[config.mk]
export PLATFORM = sky130hd
export DESIGN_NAME = rxring_page_mgr
export DESIGN_NICKNAME = d
export VERILOG_FILES = /design/src/rtl/rxring_pkg.sv /design/src/rtl/rxring_regs.sv /design/src/rtl/rxring_guard.sv /design/src/rtl/rxring_wptr.sv /design/src/rtl/rxring_page_mgr.sv
export SDC_FILE = /design/constraint.sdc
export NUM_CORES = 1
export LEC_CHECK = 0
export ABC_CLOCK_PERIOD_IN_PS = 2800
export BUFFER_PORTS_ARGS = -buffer_cell sky130_fd_sc_hd__buf_2
export CAP_MARGIN = 0
export CELL_PAD_IN_SITES_DETAIL_PLACEMENT = 0
export CELL_PAD_IN_SITES_GLOBAL_PLACEMENT = 1
export CORE_ASPECT_RATIO = 2
export CORE_MARGIN = 4
export CORE_UTILIZATION = 36
export CTS_CLUSTER_SIZE = 8
export DETAILED_ROUTE_END_ITERATION = 10
export PLACE_DENSITY_LB_ADDON = 0.05
export SETUP_SLACK_MARGIN = 0.3
export SYNTH_ARGS = -nofsm -noshare
export SYNTH_HDL_FRONTEND = slang
export SYNTH_SLANG_ARGS = --single-unit
[constraint.sdc]
create_clock -name clk -period 2.8 [get_ports clk]
set_input_delay 0.14 -clock clk [delete_from_list [all_inputs] [get_ports clk]]
set_output_delay 0.14 -clock clk [all_outputs]
set_load 0.005 [all_outputs]
[src/rtl/rxring_pkg.sv]
// Package: shared encodings for the receive ring page manager.
// Assumes: register select is a 2-bit field decoded by the register file.
package rxring_pkg;
    typedef enum logic [1:0] {
        SEL_START = 2'd0,
        SEL_STOP  = 2'd1,
        SEL_BND   = 2'd2,
        SEL_CUR   = 2'd3
    } cfg_sel_e;
endpackage

[src/rtl/rxring_regs.sv]
// Module: rxring_regs
// Holds the four ring page registers. The host writes them through a
// select/data port. The packet tracker commits a new current page when a
// packet is accepted.
// Assumes: a host write to the current page wins over a same-cycle commit.
module rxring_regs
    import rxring_pkg::*;
#(
    parameter int PW = 8,
    parameter logic [PW-1:0] RST_START = 8'h46,
    parameter logic [PW-1:0] RST_STOP  = 8'h60,
    parameter logic [PW-1:0] RST_BND   = 8'h46,
    parameter logic [PW-1:0] RST_CUR   = 8'h47
) (
    input  logic          clk,
    input  logic          rst_n,
    input  logic          cfg_we,
    input  logic [1:0]    cfg_sel,
    input  logic [PW-1:0] cfg_data,
    input  logic          commit_vld,
    input  logic [PW-1:0] commit_pg,
    output logic [PW-1:0] start_q,
    output logic [PW-1:0] stop_q,
    output logic [PW-1:0] bnd_q,
    output logic [PW-1:0] cur_q
);
    logic host_cur_we;

    // Decode a host write aimed at the current-page register.
    always_comb host_cur_we = cfg_we && (cfg_sel_e'(cfg_sel) == SEL_CUR);

    // Ring bound registers and boundary, host-written only.
    always_ff @(posedge clk) begin
        if (!rst_n) begin
            start_q <= RST_START;
            stop_q  <= RST_STOP;
            bnd_q   <= RST_BND;
        end else if (cfg_we) begin
            case (cfg_sel_e'(cfg_sel))
                SEL_START: start_q <= cfg_data;
                SEL_STOP:  stop_q  <= cfg_data;
                SEL_BND:   bnd_q   <= cfg_data;
                default:   ;
            endcase
        end
    end

    // Current page: host write first, otherwise packet commit.
    always_ff @(posedge clk) begin
        if (!rst_n)           cur_q <= RST_CUR;
        else if (host_cur_we) cur_q <= cfg_data;
        else if (commit_vld)  cur_q <= commit_pg;
    end


    cur_hold_chk: assert property (@(posedge clk) disable iff (!rst_n)
        (!commit_vld && !host_cur_we) |=> (cur_q == $past(cur_q)));
endmodule

[src/rtl/rxring_guard.sv]
// Module: rxring_guard
// Computes the page after the write page with ring wrap, decides whether
// an offered byte is granted or refused at the protection page, and
// reports the overflow pulse.
// Assumes: stop page lies above start page; purely combinational.
module rxring_guard #(
    parameter int PW = 8,
    parameter int OW = 8
) (
    input  logic [PW-1:0] wp_pg,
    input  logic [OW-1:0] wp_off,
    input  logic [PW-1:0] start_pg,
    input  logic [PW-1:0] stop_pg,
    input  logic [PW-1:0] bnd_pg,
    input  logic          busy,
    input  logic          drop,
    input  logic          byte_vld,
    input  logic          pkt_start,
    input  logic          pkt_end,
    output logic [PW-1:0] nxt_pg,
    output logic          wr_en,
    output logic          ovf
);
    localparam logic [PW-1:0] ONE_PG = PW'(1);

    logic [PW-1:0] inc_pg;
    logic          offered;
    logic          blocked;

    // Page after the write page, wrapping at the stop page.
    always_comb begin
        inc_pg = wp_pg + ONE_PG;
        nxt_pg = (inc_pg == stop_pg) ? start_pg : inc_pg;
    end

    // Grant or refuse the offered byte.
    always_comb begin
        offered = byte_vld && busy && !drop && !pkt_start && !pkt_end;
        blocked = (wp_off == '0) && (nxt_pg == bnd_pg);
        wr_en   = offered && !blocked;
        ovf     = offered && blocked;
    end
endmodule

[src/rtl/rxring_wptr.sv]
// Module: rxring_wptr
// Tracks one packet: open/closed state, drop state and the page/offset
// write position. Issues a current-page commit when an accepted packet ends.
// Assumes: pkt_start takes priority over pkt_end in the same cycle.
module rxring_wptr #(
    parameter int PW = 8,
    parameter int OW = 8
) (
    input  logic          clk,
    input  logic          rst_n,
    input  logic          pkt_start,
    input  logic          pkt_end,
    input  logic          wr_en,
    input  logic          ovf,
    input  logic [PW-1:0] cur_pg,
    input  logic [PW-1:0] nxt_pg,
    input  logic [PW-1:0] start_pg,
    input  logic [PW-1:0] stop_pg,
    output logic          busy,
    output logic          drop,
    output logic [PW-1:0] wp_pg,
    output logic [OW-1:0] wp_off,
    output logic          commit_vld,
    output logic [PW-1:0] commit_pg
);
    localparam logic [OW-1:0] ONE_OFF = OW'(1);
    localparam logic [PW-1:0] ONE_PG  = PW'(1);

    // Commit on a clean end; round up to the next page when partly filled.
    always_comb begin
        commit_vld = busy && pkt_end && !pkt_start && !drop;
        commit_pg  = (wp_off == '0) ? wp_pg : nxt_pg;
    end

    // Packet state and drop flag.
    always_ff @(posedge clk) begin
        if (!rst_n) begin
            busy <= 1'b0;
            drop <= 1'b0;
        end else if (pkt_start) begin
            busy <= 1'b1;
            drop <= 1'b0;
        end else if (pkt_end) begin
            busy <= 1'b0;
        end else if (ovf) begin
            drop <= 1'b1;
        end
    end

    // Write position: load at start, step on each granted byte.
    always_ff @(posedge clk) begin
        if (!rst_n) begin
            wp_pg  <= '0;
            wp_off <= '0;
        end else if (pkt_start) begin
            wp_pg  <= cur_pg;
            wp_off <= '0;
        end else if (wr_en) begin
            wp_off <= wp_off + ONE_OFF;
            if (wp_off == '1) wp_pg <= nxt_pg;
        end
    end


    idle_nowr_chk: assert property (@(posedge clk) disable iff (!rst_n)
        !busy |-> !wr_en);

    step_chk: assert property (@(posedge clk) disable iff (!rst_n)
        (wr_en && wp_off != '1) |=> (wp_off == $past(wp_off) + ONE_OFF));

    wrap_chk: assert property (@(posedge clk) disable iff (!rst_n)
        (wr_en && wp_off == '1 && (wp_pg + ONE_PG) == stop_pg)
            |=> (wp_pg == $past(start_pg) && wp_off == '0));

    drop_latch_chk: assert property (@(posedge clk) disable iff (!rst_n)
        ovf |=> drop);
endmodule

[src/rtl/rxring_page_mgr.sv]
// Module: rxring_page_mgr (top)
// Receive ring page manager: register file, packet write tracker and
// boundary guard. Grants per-byte write addresses inside a ring of pages
// and refuses a packet that would reach the host protection page.
// Assumes: one byte per cycle; host keeps current page = boundary + 1 at init.
module rxring_page_mgr #(
    parameter int PW = 8,
    parameter int OW = 8,
    parameter logic [PW-1:0] RST_START = 8'h46,
    parameter logic [PW-1:0] RST_STOP  = 8'h60,
    parameter logic [PW-1:0] RST_BND   = 8'h46,
    parameter logic [PW-1:0] RST_CUR   = 8'h47
) (
    input  logic             clk,
    input  logic             rst_n,
    input  logic             cfg_we,
    input  logic [1:0]       cfg_sel,
    input  logic [PW-1:0]    cfg_data,
    input  logic             pkt_start,
    input  logic             pkt_end,
    input  logic             byte_vld,
    output logic             wr_en,
    output logic [PW+OW-1:0] wr_addr,
    output logic             ovf,
    output logic [PW-1:0]    start_pg,
    output logic [PW-1:0]    stop_pg,
    output logic [PW-1:0]    bnd_pg,
    output logic [PW-1:0]    cur_pg
);
    logic          busy;
    logic          drop;
    logic [PW-1:0] wp_pg;
    logic [OW-1:0] wp_off;
    logic [PW-1:0] nxt_pg;
    logic          commit_vld;
    logic [PW-1:0] commit_pg;

    rxring_regs #(
        .PW(PW), .RST_START(RST_START), .RST_STOP(RST_STOP),
        .RST_BND(RST_BND), .RST_CUR(RST_CUR)
    ) u_regs (
        .clk(clk), .rst_n(rst_n),
        .cfg_we(cfg_we), .cfg_sel(cfg_sel), .cfg_data(cfg_data),
        .commit_vld(commit_vld), .commit_pg(commit_pg),
        .start_q(start_pg), .stop_q(stop_pg), .bnd_q(bnd_pg), .cur_q(cur_pg)
    );

    rxring_guard #(.PW(PW), .OW(OW)) u_guard (
        .wp_pg(wp_pg), .wp_off(wp_off),
        .start_pg(start_pg), .stop_pg(stop_pg), .bnd_pg(bnd_pg),
        .busy(busy), .drop(drop), .byte_vld(byte_vld),
        .pkt_start(pkt_start), .pkt_end(pkt_end),
        .nxt_pg(nxt_pg), .wr_en(wr_en), .ovf(ovf)
    );

    rxring_wptr #(.PW(PW), .OW(OW)) u_wptr (
        .clk(clk), .rst_n(rst_n),
        .pkt_start(pkt_start), .pkt_end(pkt_end),
        .wr_en(wr_en), .ovf(ovf),
        .cur_pg(cur_pg), .nxt_pg(nxt_pg),
        .start_pg(start_pg), .stop_pg(stop_pg),
        .busy(busy), .drop(drop), .wp_pg(wp_pg), .wp_off(wp_off),
        .commit_vld(commit_vld), .commit_pg(commit_pg)
    );

    // Address is page in the upper field, offset in the lower.
    always_comb wr_addr = {wp_pg, wp_off};


    ovf_excl_chk: assert property (@(posedge clk) disable iff (!rst_n)
        ovf |-> !wr_en);
endmodule

==> impl_results.html, run 1 <==
<table>
<tr><th>Metric</th><th>Value</th></tr>
<tr><th colspan="2">Outcome</th></tr>
<tr><td>Run status</td><td>complete, but fails checks</td></tr>
<tr><td>Violated checks</td><td>setup timing</td></tr>
<tr><th colspan="2">Worst hold path</th></tr>
<tr><td>Hold Path Depth</td><td>3</td></tr>
<tr><td>Endpoint of the worst hold path</td><td>u_regs.start_q[2]$_SDFFE_PN1P_</td></tr>
<tr><td>Worst min path class</td><td>in -&gt; reg</td></tr>
<tr><td>Worst Min Path Start</td><td>cfg_data[2]</td></tr>
<tr><th colspan="2">Global route</th></tr>
<tr><td>Global-route wire length before repair</td><td>~15 mm</td></tr>
<tr><td>All-layer global routing usage</td><td>between 20 and 25%</td></tr>
<tr><td>Overflow after GRT</td><td>0</td></tr>
<tr><td>Pin count of the biggest net entering global routing</td><td>26</td></tr>
<tr><td>Initial antenna violation count</td><td>0</td></tr>
<tr><td>Number of global-route vias before repair</td><td>around 2900</td></tr>
<tr><th colspan="2">STA</th></tr>
<tr><td>Worst clock skew</td><td>roughly 0.0065 ns</td></tr>
<tr><td>Setup violations, final</td><td>9</td></tr>
<tr><td>Fin Hold WS</td><td>approximately 0.11 ns</td></tr>
<tr><td>Slew @ Worst Pin</td><td>between 0.8 and 0.9 ns</td></tr>
<tr><td>Highest clock frequency the design can meet</td><td>roughly 0.33 GHz</td></tr>
<tr><td>Unrepaired setup endpoints after global routing</td><td>yes</td></tr>
<tr><td>Headroom to the max-slew limit</td><td>a little under half</td></tr>
<tr><td>Final hold vios</td><td>0</td></tr>
<tr><td>Slack of the critical path</td><td>-0.208 ns</td></tr>
<tr><td>Max-slew violation count</td><td>0</td></tr>
<tr><td>Final clock period utilization by the worst path</td><td>107%</td></tr>
<tr><td>Min Tclk post-route</td><td>3.01 ns</td></tr>
<tr><th colspan="2">Route</th></tr>
<tr><td>Remaining DRCs</td><td>0</td></tr>
<tr><td>Detailed-routing iteration count for the pre-antenna-repair pass</td><td>7</td></tr>
<tr><td>DR iter-0 viols</td><td>150</td></tr>
<tr><td>Number of vias in the routed layout</td><td>about 2900</td></tr>
<tr><td>Total length of routed wires</td><td>~9.7 mm</td></tr>
<tr><td>Post-route ant nets</td><td>0</td></tr>
<tr><td>Wire length per cell after detailed routing</td><td>between 15 and 20 um</td></tr>
<tr><td>Ratio of routed vias to standard cells</td><td>5.31</td></tr>
<tr><th colspan="2">Layout</th></tr>
<tr><td>Layout Cells excl Fill</td><td>about 540</td></tr>
<tr><td>Area growth syn-to-layout</td><td>39.4%</td></tr>
<tr><td>Share of post-route cells with drive strength above 1</td><td>between 30% and 40%</td></tr>
<tr><td>Ant. Diodes</td><td>0</td></tr>
<tr><td>Post-route cell area</td><td>0.00395 mm2</td></tr>
<tr><td>Net count of the finished layout</td><td>about 460</td></tr>
<tr><td>Count of filler cells inserted in the layout</td><td>approximately 800</td></tr>
<tr><th colspan="2">Clock tree</th></tr>
<tr><td>Cts-stage hold buffer count</td><td>0</td></tr>
<tr><td>Worst-Skew Late Latency</td><td>a little under 0.3 ns</td></tr>
<tr><td>Number of clock sinks</td><td>50</td></tr>
<tr><td>CTS tree</td><td>built</td></tr>
<tr><td>Num CTS Buffers</td><td>5</td></tr>
<tr><td>Number of levels in the clock H-tree</td><td>2</td></tr>
<tr><td>Clock tree root driver cell</td><td>clkbuf_16</td></tr>
<tr><td>Buffers from clock root to sink, at most</td><td>2</td></tr>
<tr><td>Clock slew at the register clock pins of the worst setup and hold paths</td><td>about 0.070 ns</td></tr>
<tr><th colspan="2">Power</th></tr>
<tr><td>Power per Cell Area</td><td>between 400 and 500 mW/mm2</td></tr>
<tr><td>Peak supply drop</td><td>between 0.3 and 0.4 mV</td></tr>
<tr><td>Leak Pwr</td><td>1.74 nW</td></tr>
<tr><th colspan="2">Synth</th></tr>
<tr><td>Avg Synthesized Cell Area</td><td>8.41 um2</td></tr>
<tr><td>Dominant cells by area after synthesis</td><td>dfxtp_1, nand2_1, mux2i_1</td></tr>
<tr><td>Synth Flop Type</td><td>dfxtp_1</td></tr>
<tr><td>Post-synth EDFFs</td><td>0</td></tr>
<tr><td>Share of the yosys chip area belonging to registers</td><td>35.3%</td></tr>
<tr><td>Register bit count reported by yosys</td><td>50</td></tr>
<tr><td>Count of yosys warnings during synthesis</td><td>0</td></tr>
<tr><td>Yosys cell types</td><td>55</td></tr>
<tr><td>Share of Yosys cell area claimed by the top area cell type</td><td>35.3%</td></tr>
<tr><td>Share of async-settable or async-resettable flops after synthesis</td><td>0%</td></tr>
<tr><td>Cell area after synthesis</td><td>0.00283 mm2</td></tr>
<tr><td>Largest area contributor in the netlist</td><td>dfxtp_1</td></tr>
<tr><td>Net count after synthesis</td><td>356</td></tr>
<tr><td>Gate count after technology mapping</td><td>between 300 and 400</td></tr>
<tr><th colspan="2">Die</th></tr>
<tr><td>Initial standard-cell utilization of the core</td><td>between 30% and 40%</td></tr>
<tr><td>Core footprint</td><td>around 0.0077 mm2</td></tr>
<tr><td>Die Y-Extent</td><td>133 um</td></tr>
<tr><td>Ports</td><td>66</td></tr>
<tr><td>Row count</td><td>45</td></tr>
<tr><td>Die area</td><td>0.00944 mm2</td></tr>
<tr><td>Die X-Extent</td><td>~70 um</td></tr>
<tr><th colspan="2">Worst setup path</th></tr>
<tr><td>Endpoint of the most critical register-to-register path</td><td>u_wptr.wp_off[4]$_SDFFE_PP0P_</td></tr>
<tr><td>Crit end category</td><td>primary output</td></tr>
<tr><td>Register-to-Register Setup Slack</td><td>-0.11 ns</td></tr>
<tr><td>CP Max Fanout</td><td>6</td></tr>
<tr><td>Data arrival, critical path</td><td>2.87 ns</td></tr>
<tr><td>Cell-by-cell trace of the critical path</td><td>ha_4, a311oi_2, a21oi_2, o211ai_1, nand4_4, buf_6, mux2i_4, xor2_1, nand3_1, nor2_1, and3_2, buf_2</td></tr>
<tr><td>Biggest cell delay along the critical path</td><td>0.37 ns</td></tr>
<tr><td>Critical Path Source Type</td><td>flip-flop</td></tr>
<tr><td>FF-to-FF path depth</td><td>14</td></tr>
<tr><td>FF-to-FF Start</td><td>u_wptr.wp_pg[0]$_SDFFE_PN0P_</td></tr>
<tr><td>Slowest CP cell</td><td>dfxtp_4</td></tr>
<tr><td>Count of buffering cells on the critical path with inverters included</td><td>2</td></tr>
<tr><td>Worst endpoint required time</td><td>~2.7 ns</td></tr>
<tr><td>Worst setup path class</td><td>reg -&gt; out</td></tr>
<tr><td>CP delay by family, top</td><td>simple AND/OR/NAND/NOR gates</td></tr>
<tr><th colspan="2">Run</th></tr>
<tr><td>Max-cap violations</td><td>0</td></tr>
<tr><th colspan="2">Placement</th></tr>
<tr><td>Area of placed instances</td><td>~0.0036 mm2</td></tr>
<tr><td>Number of input and output port buffers inserted</td><td>65</td></tr>
<tr><td>Detailed placer's ending HPWL</td><td>7.25 mm</td></tr>
<tr><td>Total placed cells including tap cells</td><td>520</td></tr>
<tr><td>Routability congestion estimate from global placement</td><td>a little under 0.8</td></tr>
</table>
-- worst register-to-register path, cell delays in order, from the launching register on --
cell and delay (ns):
dfxtp_4 0.37, ha_4 0.19, a311oi_2 0.30, a21oi_2 0.05
o211ai_1 0.23, nand4_4 0.25, buf_6 0.19, mux2i_4 0.18
xor2_1 0.15, nand3_1 0.14, o21ai_2 0.10, buf_4 0.16
buf_6 0.12, or3_1 0.30, a21oi_1 0.12
-- cell usage in the layout, fill, tap and decap left out, types with 3 or more instances in the layout --
cell,netlist,final
a21boi_0,5,5
clkbuf_16,0,5
nand3_1,14,12
nor2_1,12,12
buf_2,2,64
a21oi_1,13,9
nand2b_1,4,4
nand2_1,61,60
buf_6,4,5
nor3_1,3,3
o21ai_2,1,3
xor2_1,15,11
a222oi_1,4,4
xor2_2,1,5
buf_4,1,49
o21ai_0,13,11
inv_1,13,13
o211a_1,6,6
nor2b_1,20,20
o211ai_1,9,9
a21oi_2,0,4
nand4_1,5,5
dfxtp_1,50,47
mux2i_1,20,16
mux2i_2,0,3
-- per-layer routing --
layer | vias up | global-route usage [%] | part of all wire (%)
met5 | - | 0 | 0
met4 | 0 | 10.7 | 3.7
met3 | 17 | 2.64 | 3.5
met2 | 74 | 39.5 | 57
met1 | 1369 | 20.8 | 36
li1 | 1398 | - | -
-- Yosys cell counts (4+ instances only) --
cell	number
clkbuf_1	11
o211a_1	6
nor2b_1	20
o211ai_1	9
inv_1	13
nor2_1	12
dfxtp_1	50
mux2i_1	20
o21ai_0	13
xor2_1	15
a21oi_1	13
nand3_1	14
nand2_1	61
nand2b_1	4
buf_6	4
a222oi_1	4
nand4_1	5
a21boi_0	5
-- flip-flops by register name, indices dropped and copies added (netlist names) --
| signal | count |
|---|---|
| u_wptr.drop | 1 |
| u_wptr.wp_off | 8 |
| u_regs.start_q | 8 |
| u_regs.stop_q | 8 |
| u_regs.cur_q | 8 |
| u_wptr.wp_pg | 8 |
| u_regs.bnd_q | 8 |
| u_wptr.busy | 1 |
-- per-stage QoR --
stage / TNS, ns / worst slack, ns / total power [mW] / utilization [%]
floorplan: 0 / 0.205 / 0.957 / -
global placement: -0.936 / -0.179 / 1.09 / 46.4
detailed placement: -1.09 / -0.202 / 1.09 / 46.4
CTS: -1.27 / -0.268 / 1.81 / 50.0
global route: -2.33 / -0.359 / 1.88 / 51.6
finish: -0.964 / -0.208 / 1.81 / 51.6
-- logic make-up (layout without fill, tap and decap cells) --
kind of cell	Yosys count	after routing	share of synthesized area, %
fa+ha+maj	3	3	1.32
xor+xnor	20	20	7.42
compound gates	70	70	17.6
mux	20	20	7.06
simple gates	141	141	25.7
buf+inv	33	140	5.65
flops	50	50	35.3
-- area by class of cell --
cell class              instances  area (um2)  share of cell area, %
repair buffers                118         744                   18.8
flip-flops and latches         50        1010                   25.6
clock inverters                 3        40.0                   1.01
inverters                      14        55.1                   1.39
well taps                      94         118                   2.98
multi-input cells             254        1860                   47.0
clock buffers                   5         125                   3.17
-- how the worst max path moves through the flow --
stage	depth (start not counted)	slack (ns)	from	endpoint
floorplan	11	0.20	u_wptr.wp_pg[2]$_SDFFE_PN0P_	u_wptr.wp_off[5]$_SDFFE_PP0P_
global placement	13	-0.18	u_wptr.wp_pg[0]$_SDFFE_PN0P_	u_wptr.wp_off[0]$_SDFFE_PP0P_
detailed placement	13	-0.20	u_wptr.wp_pg[0]$_SDFFE_PN0P_	u_wptr.wp_off[0]$_SDFFE_PP0P_
CTS	13	-0.27	u_wptr.wp_pg[0]$_SDFFE_PN0P_	wr_en
global route	11	-0.36	u_wptr.wp_pg[0]$_SDFFE_PN0P_	ovf
finish	12	-0.21	u_wptr.wp_pg[0]$_SDFFE_PN0P_	ovf
-- power by group --
part / total [mW] / internal [mW] / switching (mW) / leakage [nW]
clock network: 0.702 / 0.419 / 0.283 / 0.0836
registers: 0.773 / 0.740 / 0.0332 / 0.410
logic: 0.333 / 0.164 / 0.169 / 1.24
-- timing repair --
| item | 4_1_cts | 5_1_grt |
|---|---|---|
| endpoints found under the hold margin | 0 | 0 |
| resized for setup | 13 | 22 |
| endpoints found under the setup margin | 11 | 15 |
| buffers inserted | 7 | 3 |
| pin swaps | 13 | 10 |
(Power assumes the default switching activity.)
==> run 2, diff against run 1 <==
--- a/config.mk
+++ b/config.mk
@@ -7,12 +7,12 @@
 export LEC_CHECK = 0
 export ABC_CLOCK_PERIOD_IN_PS = 2800
 export BUFFER_PORTS_ARGS = -buffer_cell sky130_fd_sc_hd__buf_2
-export CAP_MARGIN = 0
+export CAP_MARGIN = 20
 export CELL_PAD_IN_SITES_DETAIL_PLACEMENT = 0
 export CELL_PAD_IN_SITES_GLOBAL_PLACEMENT = 1
 export CORE_ASPECT_RATIO = 2
 export CORE_MARGIN = 4
-export CORE_UTILIZATION = 36
+export CORE_UTILIZATION = 23
 export CTS_CLUSTER_SIZE = 8
 export DETAILED_ROUTE_END_ITERATION = 10
 export PLACE_DENSITY_LB_ADDON = 0.05
==> constraint.sdc (replaced) <==
create_clock -name clk -period 2.8 [get_ports clk]
set_input_delay 0.42 -clock clk [delete_from_list [all_inputs] [get_ports clk]]
set_output_delay 0.42 -clock clk [all_outputs]
set_load 0.005 [all_outputs]
==> run 2 against run 1 <==
  * The flow still finishes with violations (setup timing)
  * Fmax down 8.5%
  * Clock skew hardly changed
  * Sequential share of layout area down 1.2 points
  * Final area increased by 5.0%
  * Global-route usage fell by 4.5 points
  * Critical endpoint is now wr_en
  * Highest routed layer unchanged
==> impl_results.html, run 2 (synthesis gave the netlist of run 1 again) <==
<table>
<tr><th>Metric</th><th>Value</th></tr>
<tr><th colspan="2">Outcome</th></tr>
<tr><td>Run status</td><td>complete, but fails checks</td></tr>
<tr><td>Violated checks</td><td>setup timing</td></tr>
<tr><th colspan="2">Route</th></tr>
<tr><td>Routed metal-1 wirelength</td><td>between 4 and 5 mm</td></tr>
<tr><td>Metal3 WL</td><td>a little over 300 um</td></tr>
<tr><td>Ratio of routed vias to standard cells</td><td>between 4 and 5</td></tr>
<tr><td>Number of vias in the routed layout</td><td>between 2000 and 3000</td></tr>
<tr><td>Highest metal layer with signal wires</td><td>met4</td></tr>
<tr><td>Detailed-routing iteration count for the pre-antenna-repair pass</td><td>4</td></tr>
<tr><td>Wire length per cell after detailed routing</td><td>19.1 um</td></tr>
<tr><td>DR iter-0 viols</td><td>126</td></tr>
<tr><td>Remaining DRCs</td><td>0</td></tr>
<tr><td>Post-route ant nets</td><td>0</td></tr>
<tr><td>Total met2 wirelength after detailed routing</td><td>approximately 6.4 mm</td></tr>
<tr><td>Total length of routed wires</td><td>about 12 mm</td></tr>
<tr><th colspan="2">Worst setup path</th></tr>
<tr><td>Data arrival, critical path</td><td>2.87 ns</td></tr>
<tr><td>Worst setup path class</td><td>reg -&gt; out</td></tr>
<tr><td>Slowest CP cell</td><td>dfxtp_4</td></tr>
<tr><td>Crit end category</td><td>primary output</td></tr>
<tr><td>Biggest cell delay along the critical path</td><td>0.38 ns</td></tr>
<tr><td>CP Max Fanout</td><td>6</td></tr>
<tr><td>Endpoint of the most critical register-to-register path</td><td>u_wptr.wp_off[7]$_SDFFE_PP0P_</td></tr>
<tr><td>Critical Path Source Type</td><td>flip-flop</td></tr>
<tr><td>Worst endpoint required time</td><td>between 2 and 2.5 ns</td></tr>
<tr><td>FF-to-FF Start</td><td>u_wptr.wp_pg[0]$_SDFFE_PN0P_</td></tr>
<tr><td>FF-to-FF path depth</td><td>16</td></tr>
<tr><td>Cell-by-cell trace of the critical path</td><td>ha_4, xnor2_2, nand3_1, and4bb_4, and4_4, a21oi_1, nor4_1, buf_4, nand4_1, o21ai_2, inv_4, buf_6</td></tr>
<tr><td>Register-to-Register Setup Slack</td><td>-0.44 ns</td></tr>
<tr><th colspan="2">STA</th></tr>
<tr><td>Setup violations, final</td><td>9</td></tr>
<tr><td>Headroom to the max-slew limit</td><td>49.2%</td></tr>
<tr><td>Setup TNS Final</td><td>-2.96 ns</td></tr>
<tr><td>Unrepaired setup endpoints after global routing</td><td>yes</td></tr>
<tr><td>Slew @ Worst Pin</td><td>0.760 ns</td></tr>
<tr><td>Worst clock skew</td><td>~0.0064 ns</td></tr>
<tr><td>Final clock period utilization by the worst path</td><td>117%</td></tr>
<tr><td>Final hold vios</td><td>0</td></tr>
<tr><td>Slack of the critical path</td><td>-0.487 ns</td></tr>
<tr><td>Min Tclk post-route</td><td>3.29 ns</td></tr>
<tr><td>Fin Hold WS</td><td>approximately 0.39 ns</td></tr>
<tr><td>Max-slew violation count</td><td>0</td></tr>
<tr><td>Highest clock frequency the design can meet</td><td>0.304 GHz</td></tr>
<tr><th colspan="2">Clock tree</th></tr>
<tr><td>Clock slew at the register clock pins of the worst setup and hold paths</td><td>0.07 ns</td></tr>
<tr><td>Num CTS Buffers</td><td>5</td></tr>
<tr><td>Cts-stage hold buffer count</td><td>0</td></tr>
<tr><td>Clock tree root driver cell</td><td>clkbuf_16</td></tr>
<tr><td>Number of clock sinks</td><td>50</td></tr>
<tr><td>Buffers from clock root to sink, at most</td><td>2</td></tr>
<tr><td>Worst-Skew Late Latency</td><td>around 0.3 ns</td></tr>
<tr><td>Number of levels in the clock H-tree</td><td>2</td></tr>
<tr><td>CTS tree</td><td>built</td></tr>
<tr><th colspan="2">Die</th></tr>
<tr><td>Initial standard-cell utilization of the core</td><td>between 20% and 30%</td></tr>
<tr><td>Core footprint</td><td>0.0121 mm2</td></tr>
<tr><td>Die area</td><td>between 0.01 and 0.015 mm2</td></tr>
<tr><td>Die Y-Extent</td><td>between 150 and 200 um</td></tr>
<tr><td>Ports</td><td>66</td></tr>
<tr><td>Die X-Extent</td><td>slightly below 90 um</td></tr>
<tr><td>Row count</td><td>57</td></tr>
<tr><th colspan="2">Worst hold path</th></tr>
<tr><td>Worst Min Path Start</td><td>cfg_data[6]</td></tr>
<tr><td>Hold Path Depth</td><td>3</td></tr>
<tr><td>Endpoint of the worst hold path</td><td>u_regs.bnd_q[6]$_SDFFE_PN1P_</td></tr>
<tr><td>Worst min path class</td><td>in -&gt; reg</td></tr>
<tr><th colspan="2">Run</th></tr>
<tr><td>Max-cap violations</td><td>0</td></tr>
<tr><th colspan="2">Layout</th></tr>
<tr><td>Most common cell after layout, fill and taps aside</td><td>buf_2</td></tr>
<tr><td>Share of post-route cells with drive strength above 1</td><td>around two fifths</td></tr>
<tr><td>Ant. Diodes</td><td>0</td></tr>
<tr><td>Count of filler cells inserted in the layout</td><td>between 1000 and 1500</td></tr>
<tr><td>Area taken by multi-input logic gates</td><td>approximately 0.0019 mm2</td></tr>
<tr><td>Post-route cell area</td><td>between 0.004 and 0.005 mm2</td></tr>
<tr><td>Net count of the finished layout</td><td>between 400 and 500</td></tr>
<tr><td>Area growth syn-to-layout</td><td>46.3%</td></tr>
<tr><td>Combined flip-flop and latch cell area</td><td>~0.0010 mm2</td></tr>
<tr><td>Highest-count cells in the layout ignoring fill and taps</td><td>buf_2, buf_4, nand2_1, dfxtp_1, nor2b_1</td></tr>
<tr><th colspan="2">Power</th></tr>
<tr><td>Leak Pwr</td><td>1.81 nW</td></tr>
<tr><td>Peak supply drop</td><td>roughly 0.28 mV</td></tr>
<tr><td>Power per Cell Area</td><td>426 mW/mm2</td></tr>
<tr><th colspan="2">Global route</th></tr>
<tr><td>Global-route wire length before repair</td><td>16.8 mm</td></tr>
<tr><td>Pin count of the biggest net entering global routing</td><td>26</td></tr>
<tr><td>Overflow after GRT</td><td>0</td></tr>
<tr><td>Initial antenna violation count</td><td>0</td></tr>
<tr><td>All-layer global routing usage</td><td>approximately 16%</td></tr>
<tr><td>Number of global-route vias before repair</td><td>around 2900</td></tr>
<tr><th colspan="2">Placement</th></tr>
<tr><td>Routability congestion estimate from global placement</td><td>between 0.8 and 0.9</td></tr>
<tr><td>Area of placed instances</td><td>~0.0037 mm2</td></tr>
<tr><td>Detailed placer's ending HPWL</td><td>approximately 9 mm</td></tr>
<tr><td>DP Worst Slack</td><td>-0.399 ns</td></tr>
<tr><td>Number of input and output port buffers inserted</td><td>between 60 and 70</td></tr>
</table>
run 2: changes by cell type in the layout (fill, tap and decap cells not counted), moves of 2 or more:
cell and delta:
buf_4 +12, buf_6 +3, xor2_2 -3, a21oi_1 -2
dfxtp_1 -2, dfxtp_2 +2, o21ai_2 -2, xor2_1 +2
run 2: final cells by class:
cell class	count	area share (%)
clock buffers	5	3.02
clock inverters	2	0.241
inverters	14	1.33
multi-input cells	254	45.6
flip-flops and latches	50	24.4
well taps	147	4.44
repair buffers	133	20.9
run 2: worst max-delay path: cells and delay by family (launching register included):
| kind | cells | cell delay, ns |
|---|---|---|
| flip-flops | 1 | 0.38 |
| AND/OR/NAND/NOR | 5 | 1.15 |
| adder cells (fa/ha/maj) | 1 | 0.28 |
| AO/OA/AOI/OAI | 2 | 0.28 |
| buffers and inverters | 3 | 0.37 |
| XOR/XNOR | 1 | 0.10 |
run 2: stage by stage:
stage          cells  util (%)  total power [mW]
3_5_place_dp     589      30.8              1.13
3_3_place_gp     589      30.8              1.13
2_1_floorplan    337         -             0.954
6_report         605      34.2              1.77
4_1_cts          602      33.2              1.77
5_1_grt          605      34.2              1.85
run 2: worst max-delay path by stage:
| stage | from | end | slack, ns | cells after the start |
|---|---|---|---|---|
| detailed placement | u_wptr.wp_pg[0]$_SDFFE_PN0P_ | u_wptr.wp_off[7]$_SDFFE_PP0P_ | -0.40 | 12 |
| floorplan | u_wptr.wp_pg[2]$_SDFFE_PN0P_ | wr_en | 0.10 | 11 |
| global placement | u_wptr.wp_pg[0]$_SDFFE_PN0P_ | u_wptr.wp_off[7]$_SDFFE_PP0P_ | -0.39 | 12 |
| CTS | u_wptr.wp_pg[0]$_SDFFE_PN0P_ | wr_en | -0.43 | 12 |
| global route | u_wptr.wp_pg[0]$_SDFFE_PN0P_ | wr_en | -0.61 | 12 |
| finish | u_wptr.wp_pg[0]$_SDFFE_PN0P_ | wr_en | -0.49 | 12 |
run 2: repair_timing:
action | 4_1_cts | 5_1_grt
endpoints found under the hold margin | 0 | 0
setup endpoints to repair | 15 | 16
resized for setup | 24 | 18
pin swaps | 7 | 14
cloned | 1 | 0
buffers inserted | 5 | 3
run 2: power breakdown:
| part | internal [mW] | switching [mW] |
|---|---|---|
| clock network | 0.325 | 0.295 |
| logic | 0.184 | 0.185 |
| registers | 0.740 | 0.0362 |
run 2: per-layer routing:
| layer | vias up | GRT usage, % |
|---|---|---|
| li1 | 1429 | - |
| met1 | 1400 | 16.9 |
| met2 | 75 | 31.0 |
| met3 | 15 | 1.70 |
| met4 | 0 | 7.52 |
| met5 | - | 0 |
==> run 3, diff against run 2 <==
--- a/config.mk
+++ b/config.mk
@@ -13,6 +13,7 @@
 export CORE_ASPECT_RATIO = 2
 export CORE_MARGIN = 4
 export CORE_UTILIZATION = 23
+export CTS_BUF_LIST = sky130_fd_sc_hd__clkbuf_4 sky130_fd_sc_hd__clkbuf_8
 export CTS_CLUSTER_SIZE = 8
 export DETAILED_ROUTE_END_ITERATION = 10
 export PLACE_DENSITY_LB_ADDON = 0.05
==> run 3 against run 2 <==
  * Register-to-register slack better by 0.24 ns
  * Highest routed layer unchanged
  * Total power fell by 10%
  * First-iteration DRC count grew 4.8%
  * Final area is 3.0% lower
  * The flow still finishes with violations (setup timing)
==> impl_results.html, run 3 (synthesis gave the netlist of run 1 again) <==
<table>
<tr><th>Metric</th><th>Value</th></tr>
<tr><th colspan="2">Route</th></tr>
<tr><td>Remaining DRCs</td><td>0</td></tr>
<tr><td>Wire length per cell after detailed routing</td><td>approximately 19 um</td></tr>
<tr><td>DR iter-0 viols</td><td>between 100 and 150</td></tr>
<tr><td>Detailed-routing iteration count for the pre-antenna-repair pass</td><td>4</td></tr>
<tr><td>Total length of routed wires</td><td>about 11 mm</td></tr>
<tr><td>Post-route ant nets</td><td>0</td></tr>
<tr><td>Ratio of routed vias to standard cells</td><td>just under 5</td></tr>
<tr><td>Number of vias in the routed layout</td><td>slightly below 3000</td></tr>
<tr><th colspan="2">Worst hold path</th></tr>
<tr><td>Worst min path class</td><td>in -&gt; reg</td></tr>
<tr><td>Hold Path Depth</td><td>3</td></tr>
<tr><th colspan="2">Worst setup path</th></tr>
<tr><td>Worst endpoint required time</td><td>~2.4 ns</td></tr>
<tr><td>CP Max Fanout</td><td>6</td></tr>
<tr><td>CP delay by family, top</td><td>compound AO/OA/AOI/OAI gates</td></tr>
<tr><td>Crit end category</td><td>primary output</td></tr>
<tr><td>Slowest CP cell</td><td>dfxtp_4</td></tr>
<tr><td>Data arrival, critical path</td><td>2.85 ns</td></tr>
<tr><td>Cell-by-cell trace of the critical path</td><td>ha_4, a311oi_1, a21oi_1, o211ai_1, buf_4, buf_4, a41oi_1, a211oi_2, o22a_2, nand4_1, o21ai_2, inv_4, buf_6</td></tr>
<tr><td>Biggest cell delay along the critical path</td><td>0.38 ns</td></tr>
<tr><td>FF-to-FF path depth</td><td>14</td></tr>
<tr><td>Critical Path Source Type</td><td>flip-flop</td></tr>
<tr><td>Critical Path Most Common Cell</td><td>buf_4</td></tr>
<tr><td>Count of buffering cells on the critical path with inverters included</td><td>4</td></tr>
<tr><td>Total number of cells along the worst setup path</td><td>13</td></tr>
<tr><td>Worst setup path class</td><td>reg -&gt; out</td></tr>
<tr><th colspan="2">STA</th></tr>
<tr><td>Worst clock skew</td><td>about 0.011 ns</td></tr>
<tr><td>Unrepaired setup endpoints after global routing</td><td>yes</td></tr>
<tr><td>Slack of the critical path</td><td>-0.472 ns</td></tr>
<tr><td>Headroom to the max-slew limit</td><td>50.6%</td></tr>
<tr><td>Min Tclk post-route</td><td>approximately 3.3 ns</td></tr>
<tr><td>Max-slew violation count</td><td>0</td></tr>
<tr><td>Setup violations, final</td><td>8</td></tr>
<tr><td>Final hold vios</td><td>0</td></tr>
<tr><td>Highest clock frequency the design can meet</td><td>about 0.31 GHz</td></tr>
<tr><td>Slew @ Worst Pin</td><td>0.739 ns</td></tr>
<tr><td>Final clock period utilization by the worst path</td><td>117%</td></tr>
<tr><th colspan="2">Die</th></tr>
<tr><td>Row count</td><td>57</td></tr>
<tr><td>Initial standard-cell utilization of the core</td><td>23.4%</td></tr>
<tr><td>Die area</td><td>~0.014 mm2</td></tr>
<tr><td>Ports</td><td>66</td></tr>
<tr><td>Die Y-Extent</td><td>~160 um</td></tr>
<tr><td>Die X-Extent</td><td>approximately 86 um</td></tr>
<tr><td>Core footprint</td><td>0.0121 mm2</td></tr>
<tr><th colspan="2">Clock tree</th></tr>
<tr><td>Number of levels in the clock H-tree</td><td>2</td></tr>
<tr><td>Clock slew at the register clock pins of the worst setup and hold paths</td><td>0.10 ns</td></tr>
<tr><td>Num CTS Buffers</td><td>5</td></tr>
<tr><td>CTS tree</td><td>built</td></tr>
<tr><td>Clock tree root driver cell</td><td>clkbuf_8</td></tr>
<tr><td>Cts-stage hold buffer count</td><td>0</td></tr>
<tr><td>Number of clock sinks</td><td>50</td></tr>
<tr><td>Worst-Skew Late Latency</td><td>~0.32 ns</td></tr>
<tr><td>Buffers from clock root to sink, at most</td><td>2</td></tr>
<tr><th colspan="2">Layout</th></tr>
<tr><td>Core Util, Final</td><td>33.2%</td></tr>
<tr><td>Most common cell after layout, fill and taps aside</td><td>buf_2</td></tr>
<tr><td>Layout Cells excl Fill</td><td>603</td></tr>
<tr><td>Share of post-route cells with drive strength above 1</td><td>between 30% and 40%</td></tr>
<tr><td>Net count of the finished layout</td><td>475</td></tr>
<tr><td>Area growth syn-to-layout</td><td>41.9%</td></tr>
<tr><td>Highest-count cells in the layout ignoring fill and taps</td><td>buf_2, buf_4, nand2_1, dfxtp_1, nor2b_1</td></tr>
<tr><td>Ant. Diodes</td><td>0</td></tr>
<tr><th colspan="2">Outcome</th></tr>
<tr><td>Violated checks</td><td>setup timing</td></tr>
<tr><td>Run status</td><td>complete, but fails checks</td></tr>
<tr><th colspan="2">Placement</th></tr>
<tr><td>Number of input and output port buffers inserted</td><td>between 60 and 70</td></tr>
<tr><td>Total placed cells including tap cells</td><td>slightly below 600</td></tr>
<tr><td>Routability congestion estimate from global placement</td><td>roughly 0.83</td></tr>
<tr><td>Detailed placer's ending HPWL</td><td>just under 9 mm</td></tr>
<tr><th colspan="2">Global route</th></tr>
<tr><td>Overflow after GRT</td><td>0</td></tr>
<tr><td>Pin count of the biggest net entering global routing</td><td>26</td></tr>
<tr><td>Initial antenna violation count</td><td>0</td></tr>
<tr><td>Global-route wire length before repair</td><td>around 17 mm</td></tr>
<tr><td>All-layer global routing usage</td><td>between 15 and 20%</td></tr>
<tr><td>Number of global-route vias before repair</td><td>around 2900</td></tr>
<tr><th colspan="2">Power</th></tr>
<tr><td>Power per Cell Area</td><td>around 390 mW/mm2</td></tr>
<tr><td>Leak Pwr</td><td>1.78 nW</td></tr>
<tr><td>Peak supply drop</td><td>between 0.15 and 0.2 mV</td></tr>
<tr><th colspan="2">Run</th></tr>
<tr><td>Max-cap violations</td><td>0</td></tr>
</table>
## run 3: cell count changes in the layout (fill, tap and decap cells not counted), sizes merged
cell | before | now
buf | 133 | 131
## run 3: tightest hold or removal path, stage by stage
cell	delay [ns]
buf_2	0.12
nand2_1	0.05
nand3_1	0.07
## run 3: power breakdown
group          switching, mW  internal [mW]  leakage, nW
Combinational          0.182          0.182         1.32
Clock                  0.275          0.169       0.0438
Sequential            0.0347          0.740        0.410
## run 3: path summary, 6_finish.rpt
path | startpoint | to | slack, ns
min | cfg_data[2] | u_regs.bnd_q[2]$_SDFFE_PN1P_ | 0.36
min reg2reg | u_wptr.drop$_SDFFE_PP0P_ | u_wptr.drop$_SDFFE_PP0P_ | 0.49
max reg2reg | u_wptr.wp_pg[0]$_SDFFE_PN0P_ | u_wptr.wp_off[7]$_SDFFE_PP0P_ | -0.20
max | u_wptr.wp_pg[0]$_SDFFE_PN0P_ | wr_en | -0.47
## run 3: per-layer routing
| metal | GRT usage, % | vias to the layer above | share of wire, % | routed length, um |
|---|---|---|---|---|
| met5 | 0 | - | 0 | 0 |
| met4 | 7.45 | 0 | 3.9 | 442 |
| met3 | 1.80 | 16 | 3.6 | 405 |
| met2 | 30.4 | 78 | 56 | 6310 |
| met1 | 16.7 | 1384 | 37 | 4150 |
| li1 | - | 1420 | - | - |
## run 3: cell type report
cell class,instances,area (um2)
fill,1344,8100
multi-input combinational,254,1850
sequential,50,1010
timing repair buffer,131,842
tap,147,184
clock buffer,5,68.8
inverter,14,55.1
clock inverter,2,10.0
## run 3: stage by stage
step / hold slack (ns) / cell area [um2] / total power [mW] / setup TNS, ns / setup slack, ns
floorplan: 0.441 / 2890 / 0.954 / 0 / 0.100
global placement: 0.457 / 3740 / 1.13 / -3.02 / -0.389
detailed placement: 0.464 / 3740 / 1.13 / -3.15 / -0.399
CTS: 0.354 / 3920 / 1.60 / -1.60 / -0.474
global route: 0.372 / 4020 / 1.67 / -2.89 / -0.626
finish: 0.363 / 4020 / 1.58 / -1.56 / -0.472
## run 3: repair_timing
action / 4_1_cts / 5_1_grt
setup buffers: 3 / 4
gates resized for setup: 16 / 17
pin swaps: 6 / 2
setup endpoints to repair: 15 / 16
